## config.mk

```make
export PLATFORM = sky130hd
export DESIGN_NAME = i2c_dbuf
export DESIGN_NICKNAME = d
export VERILOG_FILES = /design/src/rtl/i2c_dbuf_pkg.sv /design/src/rtl/i2c_dbuf_tx.sv /design/src/rtl/i2c_dbuf_rx.sv /design/src/rtl/i2c_dbuf.sv
export SDC_FILE = /design/constraint.sdc
export NUM_CORES = 1
export LEC_CHECK = 0
export BUFFER_PORTS_ARGS = -buffer_cell sky130_fd_sc_hd__buf_2
export CAP_MARGIN = 30
export CORE_UTILIZATION = 39
export DETAILED_ROUTE_END_ITERATION = 6
export PLACE_DENSITY = 0.93
export RECOVER_POWER = 25
export SLEW_MARGIN = 30
export SYNTH_ARGS = -nofsm -noshare
export SYNTH_HDL_FRONTEND = slang
export SYNTH_HIERARCHICAL = 1
export SYNTH_SLANG_ARGS = --single-unit
export TNS_END_PERCENT = 1
```

## constraint.sdc

```tcl
create_clock -name clk -period 3.15 [get_ports clk]
set_clock_uncertainty 0.15 [all_clocks]
set_input_delay 0.315 -clock clk [delete_from_list [all_inputs] [get_ports clk]]
set_output_delay 0.315 -clock clk [all_outputs]
set_load 0.05 [all_outputs]
```

## src/rtl/i2c_dbuf_pkg.sv

```systemverilog
package i2c_dbuf_pkg;

    // Transmit-side state: a byte is waiting for the shifter, and the
    // shifter has taken the last one.
    typedef struct packed {
        logic pend;
        logic txe;
    } tx_state_t;

    // Receive-side state: unread byte present, and a one-cycle loss pulse.
    typedef struct packed {
        logic rxne;
        logic ovr;
    } rx_state_t;

endpackage

```

## src/rtl/i2c_dbuf_tx.sv

```systemverilog
module i2c_dbuf_tx
    import i2c_dbuf_pkg::*;
(
    input  logic clk,
    input  logic rst_n,
    input  logic en_i,
    input  logic tx_mode_i,
    input  logic cpu_wr_i,
    input  logic take_i,
    output logic pend_o,
    output logic txe_o,
    output logic offer_o
);

    tx_state_t tx_d, tx_q;
    logic      take_ok;

    always_comb begin
        tx_d    = tx_q;
        offer_o = tx_q.pend & en_i & tx_mode_i;
        take_ok = offer_o & take_i;
        if (!en_i) begin
            tx_d = '0;
        end else begin
            if (take_ok) begin
                tx_d.pend = 1'b0;
                tx_d.txe  = 1'b1;
            end
            // A write outranks a same-cycle take: the new byte stays queued.
            if (cpu_wr_i) begin
                tx_d.pend = 1'b1;
                tx_d.txe  = 1'b0;
            end
        end
    end

    always_ff @(posedge clk or negedge rst_n) begin
        if (!rst_n) tx_q <= '0;
        else        tx_q <= tx_d;
    end

    assign pend_o = tx_q.pend;
    assign txe_o  = tx_q.txe;


    wr_clears_txe_chk: assert property (@(posedge clk) disable iff (!rst_n)
        (en_i && cpu_wr_i) |=> (!txe_o && pend_o));


    take_sets_txe_chk: assert property (@(posedge clk) disable iff (!rst_n)
        (en_i && offer_o && take_i && !cpu_wr_i) |=> (txe_o && !pend_o));


    dis_clears_tx_chk: assert property (@(posedge clk) disable iff (!rst_n)
        !en_i |=> (!txe_o && !pend_o));

endmodule

```

## src/rtl/i2c_dbuf_rx.sv

```systemverilog
module i2c_dbuf_rx
    import i2c_dbuf_pkg::*;
(
    input  logic clk,
    input  logic rst_n,
    input  logic en_i,
    input  logic tx_mode_i,
    input  logic cpu_rd_i,
    input  logic done_i,
    input  logic is_addr_i,
    input  logic arb_lost_i,
    output logic load_o,
    output logic rxne_o,
    output logic ovr_o
);

    rx_state_t rx_d, rx_q;
    logic      accept;
    logic      room;

    always_comb begin
        rx_d   = rx_q;
        // Address bytes and bytes lost to arbitration never qualify.
        accept = en_i & ~tx_mode_i & done_i & ~is_addr_i & ~arb_lost_i;
        // A read in the same cycle frees the slot for the incoming byte.
        room   = ~rx_q.rxne | cpu_rd_i;
        load_o = accept & room;
        rx_d.ovr = accept & ~room;
        if (!en_i)         rx_d.rxne = 1'b0;
        else if (load_o)   rx_d.rxne = 1'b1;
        else if (cpu_rd_i) rx_d.rxne = 1'b0;
    end

    always_ff @(posedge clk or negedge rst_n) begin
        if (!rst_n) rx_q <= '0;
        else        rx_q <= rx_d;
    end

    assign rxne_o = rx_q.rxne;
    assign ovr_o  = rx_q.ovr;


    ovr_after_full_chk: assert property (@(posedge clk) disable iff (!rst_n)
        ovr_o |-> $past(rxne_o));


    drop_keeps_rxne_chk: assert property (@(posedge clk) disable iff (!rst_n)
        (en_i && done_i && (is_addr_i || arb_lost_i) && !cpu_rd_i) |=> $stable(rxne_o));


    rd_clears_rxne_chk: assert property (@(posedge clk) disable iff (!rst_n)
        (en_i && cpu_rd_i && !done_i) |=> !rxne_o);


    dis_clears_rx_chk: assert property (@(posedge clk) disable iff (!rst_n)
        !en_i |=> (!rxne_o && !ovr_o));

endmodule

```

## src/rtl/i2c_dbuf.sv

```systemverilog
module i2c_dbuf #(
    parameter int unsigned DATA_W = 8,
    parameter int unsigned REG_W  = 16
) (
    input  logic              clk,
    input  logic              rst_n,
    input  logic              enable_i,
    input  logic              tx_mode_i,
    input  logic              cpu_wr_i,
    input  logic              cpu_rd_i,
    input  logic [REG_W-1:0]  cpu_wdata_i,
    output logic [REG_W-1:0]  cpu_rdata_o,
    output logic              txe_o,
    output logic              rxne_o,
    output logic              overrun_o,
    output logic              eng_tx_valid_o,
    output logic [DATA_W-1:0] eng_tx_byte_o,
    input  logic              eng_tx_take_i,
    input  logic              eng_rx_done_i,
    input  logic [DATA_W-1:0] eng_rx_byte_i,
    input  logic              eng_rx_addr_i,
    input  logic              eng_arb_lost_i
);

    localparam int unsigned PAD_W = REG_W - DATA_W;

    logic [DATA_W-1:0] data_d, data_q;
    logic              rx_load;
    logic              tx_pend;

    i2c_dbuf_tx u_tx (
        .clk       (clk),
        .rst_n     (rst_n),
        .en_i      (enable_i),
        .tx_mode_i (tx_mode_i),
        .cpu_wr_i  (cpu_wr_i),
        .take_i    (eng_tx_take_i),
        .pend_o    (tx_pend),
        .txe_o     (txe_o),
        .offer_o   (eng_tx_valid_o)
    );

    i2c_dbuf_rx u_rx (
        .clk        (clk),
        .rst_n      (rst_n),
        .en_i       (enable_i),
        .tx_mode_i  (tx_mode_i),
        .cpu_rd_i   (cpu_rd_i),
        .done_i     (eng_rx_done_i),
        .is_addr_i  (eng_rx_addr_i),
        .arb_lost_i (eng_arb_lost_i),
        .load_o     (rx_load),
        .rxne_o     (rxne_o),
        .ovr_o      (overrun_o)
    );

    always_comb begin
        data_d = data_q;
        // A received byte takes priority over a same-cycle processor write.
        if (rx_load)       data_d = eng_rx_byte_i;
        else if (cpu_wr_i) data_d = cpu_wdata_i[DATA_W-1:0];
    end

    always_ff @(posedge clk or negedge rst_n) begin
        if (!rst_n) data_q <= '0;
        else        data_q <= data_d;
    end

    assign cpu_rdata_o   = {{PAD_W{1'b0}}, data_q};
    assign eng_tx_byte_o = data_q;


    rx_lands_chk: assert property (@(posedge clk) disable iff (!rst_n)
        rx_load |=> (data_q == $past(eng_rx_byte_i)));


    full_keeps_data_chk: assert property (@(posedge clk) disable iff (!rst_n)
        (rxne_o && eng_rx_done_i && !cpu_rd_i && !cpu_wr_i) |=> $stable(data_q));


    offer_needs_pend_chk: assert property (@(posedge clk) disable iff (!rst_n)
        eng_tx_valid_o |-> (tx_pend && !txe_o));

endmodule

```

==> impl_metrics.yaml, run 1 <==
run_status:
  status: "complete, no violations"
power_and_ir_drop:
  switchingPower_w: 0.0001972
  intPower_w: 0.0002788
  p_per_area_nw_per_um2: 536.6
  p_clk_frac: 0.248
  combPwrFrac: 0.382
  p_seq_frac: 0.369
  peakVddDrop_mv: 0.1884
  cellLeakagePower_nw: 0.4686
  p_sw_frac: 0.4142
layout:
  regArea_sq_um: 300.3
  num_antenna_cells: 0
  multi_input_area_sq_um: 286.5
  area_growth_pct: 26.16
  fillerInstances: 142
  drive_gt1_frac: 0.5096
  layout.nets: 139
logic_synthesis:
  ys_top_cells_by_count: "buf_4 (16), dfrtp_1 (12), mux2i_1 (8), nand2_1 (8), o21ai_1 (8)"
  yosysMostFrequentCell: "buf_4"
  ys_warn_count: 6
  synthCells: 65
  synth_edf_count: 0
  netlist.area_leader.share: 0.4270
  avgSynthCellArea_sq_um: 10.82
  ys_types: 16
  syn-cell-area_sq_um: 703.2
  synth_area_leaders: "dfrtp_1 (43%), buf_4 (17%), mux2i_1 (11%)"
  synth_ff_type: "dfrtp_1"
  seq_area_frac_synth: 0.4270
  async_reset_ff_frac: 1.000
  ys_ff_latch: 12
  yosysTopAreaCell: "dfrtp_1"
critical_path:
  r2r_start: "u_rx/rxne_o"
  worst-r2r-setup-slack_ns: 1.48
  cp_max_fo: 16
  crit_path_end_kind: "flip-flop"
  cp-startpoint: "u_rx/rxne_o"
  critical_path_class: "reg2reg"
  arrival_ns: 1.71
  start_kind: "flip-flop"
  timing.rr.end: "eng_tx_byte_o[2]"
  endpoint: "eng_tx_byte_o[2]"
  reg2regPathDepth: 4
  crit_required_ns: 3.19
detailed_routing:
  ant_nets: 0
  routed_wl_microns: 1386
  wl_per_cell_microns: 10.83
  vias: 587
  avgViaCountPerCell: 4.586
  first_iter_violations: 9
  remaining_drc_errors: 0
  drt-pass1-iter-count: 4
clocking:
  clock_latency_ns: 0.26
  clock-sinks: 12
  h-tree-depth: 1
  root_buffer: "clkbuf_4"
  cts_tree: "yes"
  cts_max_path_buffers: 2
  clkSlewWorstSetupHoldPaths_ns: 0.08
  numCtsBuffers: 3
floorplanning:
  die_area_sq_um: 1977
  die-width_microns: 44.46
  io_pins: 62
  coreArea_sq_um: 1594
  start_util: 0.4411
  rows: 14
  fp.dieH_microns: 44.46
sta:
  hold_viol_final: 0
  fin_tns_setup_ns: 0
  grt_setup_unrepaired: "false"
  period_share: 0.5309
  timing.fmax_mhz: 598.0
  relSlewSlack: 0.4116
  final-setup-viol-count: 0
  finalWorstSetupSlack_ns: 1.478
  drv_slew: 0
  fin_crit_ns: 1.672
  worst_slew_pin_slew_ns: 0.8778
global_routing:
  grt-ovfl-total: 0
  grt_pass1_wl_microns: 2070
  grt_max_degree: 17
  antenna_found_initial: 0
  track_usage: 0.1482
  grt_pass1_vias: 494
min_path:
  hold_path_class: "in2reg"
  min_from: "eng_rx_addr_i"
placed_design:
  routabilityCongestion: 0.6216
  place.port_buffers: 45
  place_ws_ns: 1.247
flow_run:
  maxCapViolCount: 0
[flip-flops by register name (all words and copies together) (netlist names)]
signal and cells:
u_tx/pend_o 1, eng_tx_byte_o 8, u_tx/txe_o 1, u_rx/rxne_o 1, u_rx/ovr_o 1
[power groups by stage]
stage	Sequential, W	Clock [W]	Combinational, W
finish	0.000176	0.000118	0.000182
global route	0.000177	0.000128	0.000191
floorplan	0.000223	0	0.000114
global placement	0.000178	0	0.000180
detailed placement	0.000179	0	0.000182
CTS	0.000176	0.000123	0.000183
[placed cells by master (no fill, tap or decap)]
cell type,netlist,routed
a21boi_1,1,1
o21a_1,1,1
dfrtp_1,12,12
nor3_2,1,1
conb_1,1,8
dlygate4sd3_1,0,1
a31oi_1,1,1
nand2_1,8,8
mux2i_1,8,8
o2bb2ai_1,1,1
nor3b_2,2,2
nand4bb_4,1,1
clkbuf_8,0,1
buf_2,0,44
nor2b_1,1,1
and3_2,1,1
clkbuf_1,0,1
clkbuf_4,0,3
o21ai_1,8,8
[critical path: stages (launching register included)]
cell     delay, ns
dfrtp_1       0.37
nor2b_1       0.16
nor3_2        0.67
nand2_1       0.13
o21ai_1       0.12
[per-layer routing]
metal	part of all wire	global-route usage
met5	0	0
met4	0.013	0.09091
met3	0.095	0.02857
met2	0.50	0.2794
met1	0.39	0.1465
[how the worst min path moves through the flow]
stage                             to  cells after the start  slack, ns
finish                    u_rx/ovr_o                      2        0.1
global route              u_rx/ovr_o                      2       0.09
CTS                       u_rx/ovr_o                      2       0.09
detailed placement  eng_tx_byte_o[6]                      1       0.05
global placement    eng_tx_byte_o[6]                      1       0.05
floorplan           eng_tx_byte_o[0]                      0      -0.13
[logic make-up (layout without fill, tap and decap cells)]
logic type / after synthesis / after routing / share of synthesized area
buf+inv: 18 / 50 / 0.2029
simple gates: 14 / 14 / 0.1513
compound gates: 12 / 12 / 0.09966
flops: 12 / 12 / 0.4270
mux: 8 / 8 / 0.1139
other cells: 1 / 8 / 0.005333
[timing repair]
action	4_1_cts	5_1_grt
hold buffers	1	0
setup buffers	0	0
resized for setup	0	0
hold endpoints to repair	12	0
[through the flow]
stage / area [sq um] / total power [W] / utilization / hold slack, ns / std cells
finish: 887.1 / 0.0004760 / 0.5565 / 0.09906 / 128
global route: 887.1 / 0.0004962 / 0.5565 / 0.09220 / 128
CTS: 888.4 / 0.0004810 / 0.5573 / 0.09306 / 128
detailed placement: 842.1 / 0.0003604 / 0.5283 / 0.04998 / 123
global placement: 842.1 / 0.0003576 / 0.5283 / 0.04834 / 123
floorplan: 729.5 / 0.0003379 / - / -0.1306 / 72
[cell type report]
type / count / share of cell area
flip-flops and latches: 12 / 0.3385
multi-input cells: 42 / 0.3230
repair buffers: 46 / 0.2638
clock buffers: 4 / 0.04090
well taps: 24 / 0.03385
No activity file was read; power rests on OpenSTA's default activity.
==> run 2, diff against run 1 <==
- CORE_UTILIZATION: 39 -> 36
- PLACE_DENSITY: 0.93 -> 0.87
- clock period: 3.15 -> 1.74 ns (I/O delays scaled with it)
==> impl_metrics.yaml, run 2 (synthesis results as in run 1) <==
clocking:
  ctsResizeCount: 0
  h-tree-depth: 1
  cts_tree: "yes"
  root_buffer: "clkbuf_4"
  hold_buffers: 10
  clock_latency_ns: 0.25
  numCtsBuffers: 3
  clkSlewWorstSetupHoldPaths_ns: 0.07
  clock-sinks: 12
  cts_setup_buffers: 0
  cts_max_path_buffers: 2
sta:
  final-setup-viol-count: 0
  timing.fmax_mhz: 722.2
  hold_viol_final: 0
  period_share: 0.7958
  relSlewSlack: 0.5623
  finalWorstSetupSlack_ns: 0.3554
  fin_crit_ns: 1.385
  grt_setup_unrepaired: "false"
  worst_slew_pin_slew_ns: 0.6565
  fin_tns_setup_ns: 0
  drv_slew: 0
detailed_routing:
  wl_met2_microns: 787
  avgViaCountPerCell: 4.399
  drt-pass1-iter-count: 3
  ant_nets: 0
  routed_wl_microns: 1498
  vias: 607
  wl_per_cell_microns: 10.86
  wl_met1_microns: 591
  routed.top_layer: "met3"
  remaining_drc_errors: 0
  wl_met3_microns: 119
  first_iter_violations: 2
global_routing:
  antenna_found_initial: 0
  grt_pass1_wl_microns: 2159
  grt_max_degree: 17
  grt-ovfl-total: 0
  grt_pass1_vias: 500
  track_usage: 0.1480
placed_design:
  place_ws_ns: 0.4262
  routabilityCongestion: 0.6368
  place.detailed.hpwl_microns: 1037
  place.port_buffers: 45
critical_path:
  crit_required_ns: 1.42
  worst-r2r-setup-slack_ns: 0.53
  start_kind: "flip-flop"
  arrival_ns: 1.06
  crit_path_end_kind: "output pin"
  critical_path_class: "reg2out"
  cp_max_fo: 3
power_and_ir_drop:
  p_per_area_nw_per_um2: 846.4
  cellLeakagePower_nw: 0.5044
  peakVddDrop_mv: 0.3348
layout:
  largest_reg_flops: 8
  mostFrequentLayoutCells: "buf_2 (44), dfrtp_1 (12), dlygate4sd3_1 (10)"
  fillerInstances: 162
  area_growth_pct: 38.26
  layout.nets: 149
  mostFrequentLayoutCell: "buf_2"
  utilization: 0.5453
  drive_gt1_frac: 0.4690
  num_antenna_cells: 0
min_path:
  hold_path_class: "in2reg"
floorplanning:
  io_pins: 62
  coreArea_sq_um: 1783
  die-width_microns: 46.20
  die_area_sq_um: 2134
  fp.dieH_microns: 46.20
  start_util: 0.3944
  rows: 15
run_status:
  status: "complete, no violations"
flow_run:
  maxCapViolCount: 0
==> run 2: changes by cell type in the layout (fill, tap and decap cells not counted), sizes merged <==
cell	previous run	this run
dlygate4sd3	1	10
buf	44	45
clkbuf	5	4
==> run 2: path summary, 6_finish.rpt <==
kind,endpoint,cells past startpoint,from
max,eng_tx_valid_o,2,u_tx/pend_o
min,u_tx/pend_o,2,enable_i
max reg2reg,eng_tx_byte_o[6],5,u_rx/rxne_o
min reg2reg,eng_tx_byte_o[5],2,eng_tx_byte_o[5]
max in group asynchronous,u_rx/ovr_o,2,rst_n
min in group asynchronous,eng_tx_byte_o[7],2,rst_n
==> run 2: final cells by class <==
type / count / area [sq um] / share of cell area
Clock buffer: 3 / 22.52 / 0.02317
Multi-Input combinational cell: 42 / 286.5 / 0.2947
Timing Repair Buffer: 56 / 331.6 / 0.3411
Sequential cell: 12 / 300.3 / 0.3089
Tap cell: 25 / 31.28 / 0.03218
==> run 2: metrics by stage <==
stage          cell area, sq um  hold slack (ns)  std cells  total power, W
3_5_place_dp              850.8         -0.08486        125       0.0006526
2_1_floorplan             729.5          -0.2716         72       0.0006116
3_3_place_gp              850.8         -0.09094        125       0.0006474
4_1_cts                   973.4          0.03424        138       0.0008322
6_report                  972.2          0.04270        138       0.0008228
5_1_grt                   972.2          0.04075        138       0.0008656
==> run 2: critical path: stages (launching register included) <==
cell and delay, ns:
dfrtp_1 0.39, and3_2 0.21, buf_2 0.20
==> run 2: layer usage <==
layer	up-vias	track usage
met3	0	0.03922
met1	276	0.1542
met5	-	0
met4	0	0.05294
li1	295	-
met2	36	0.2789
==> run 2: where the power goes <==
part	internal (W)	switching (W)	leakage, nW	total, W
clock	0.0000796	0.0000769	0.0138	0.000157
combinational	0.0000886	0.000258	0.342	0.000347
sequential	0.000303	0.0000164	0.148	0.000319
total	0.000471	0.000352	0.504	0.000823
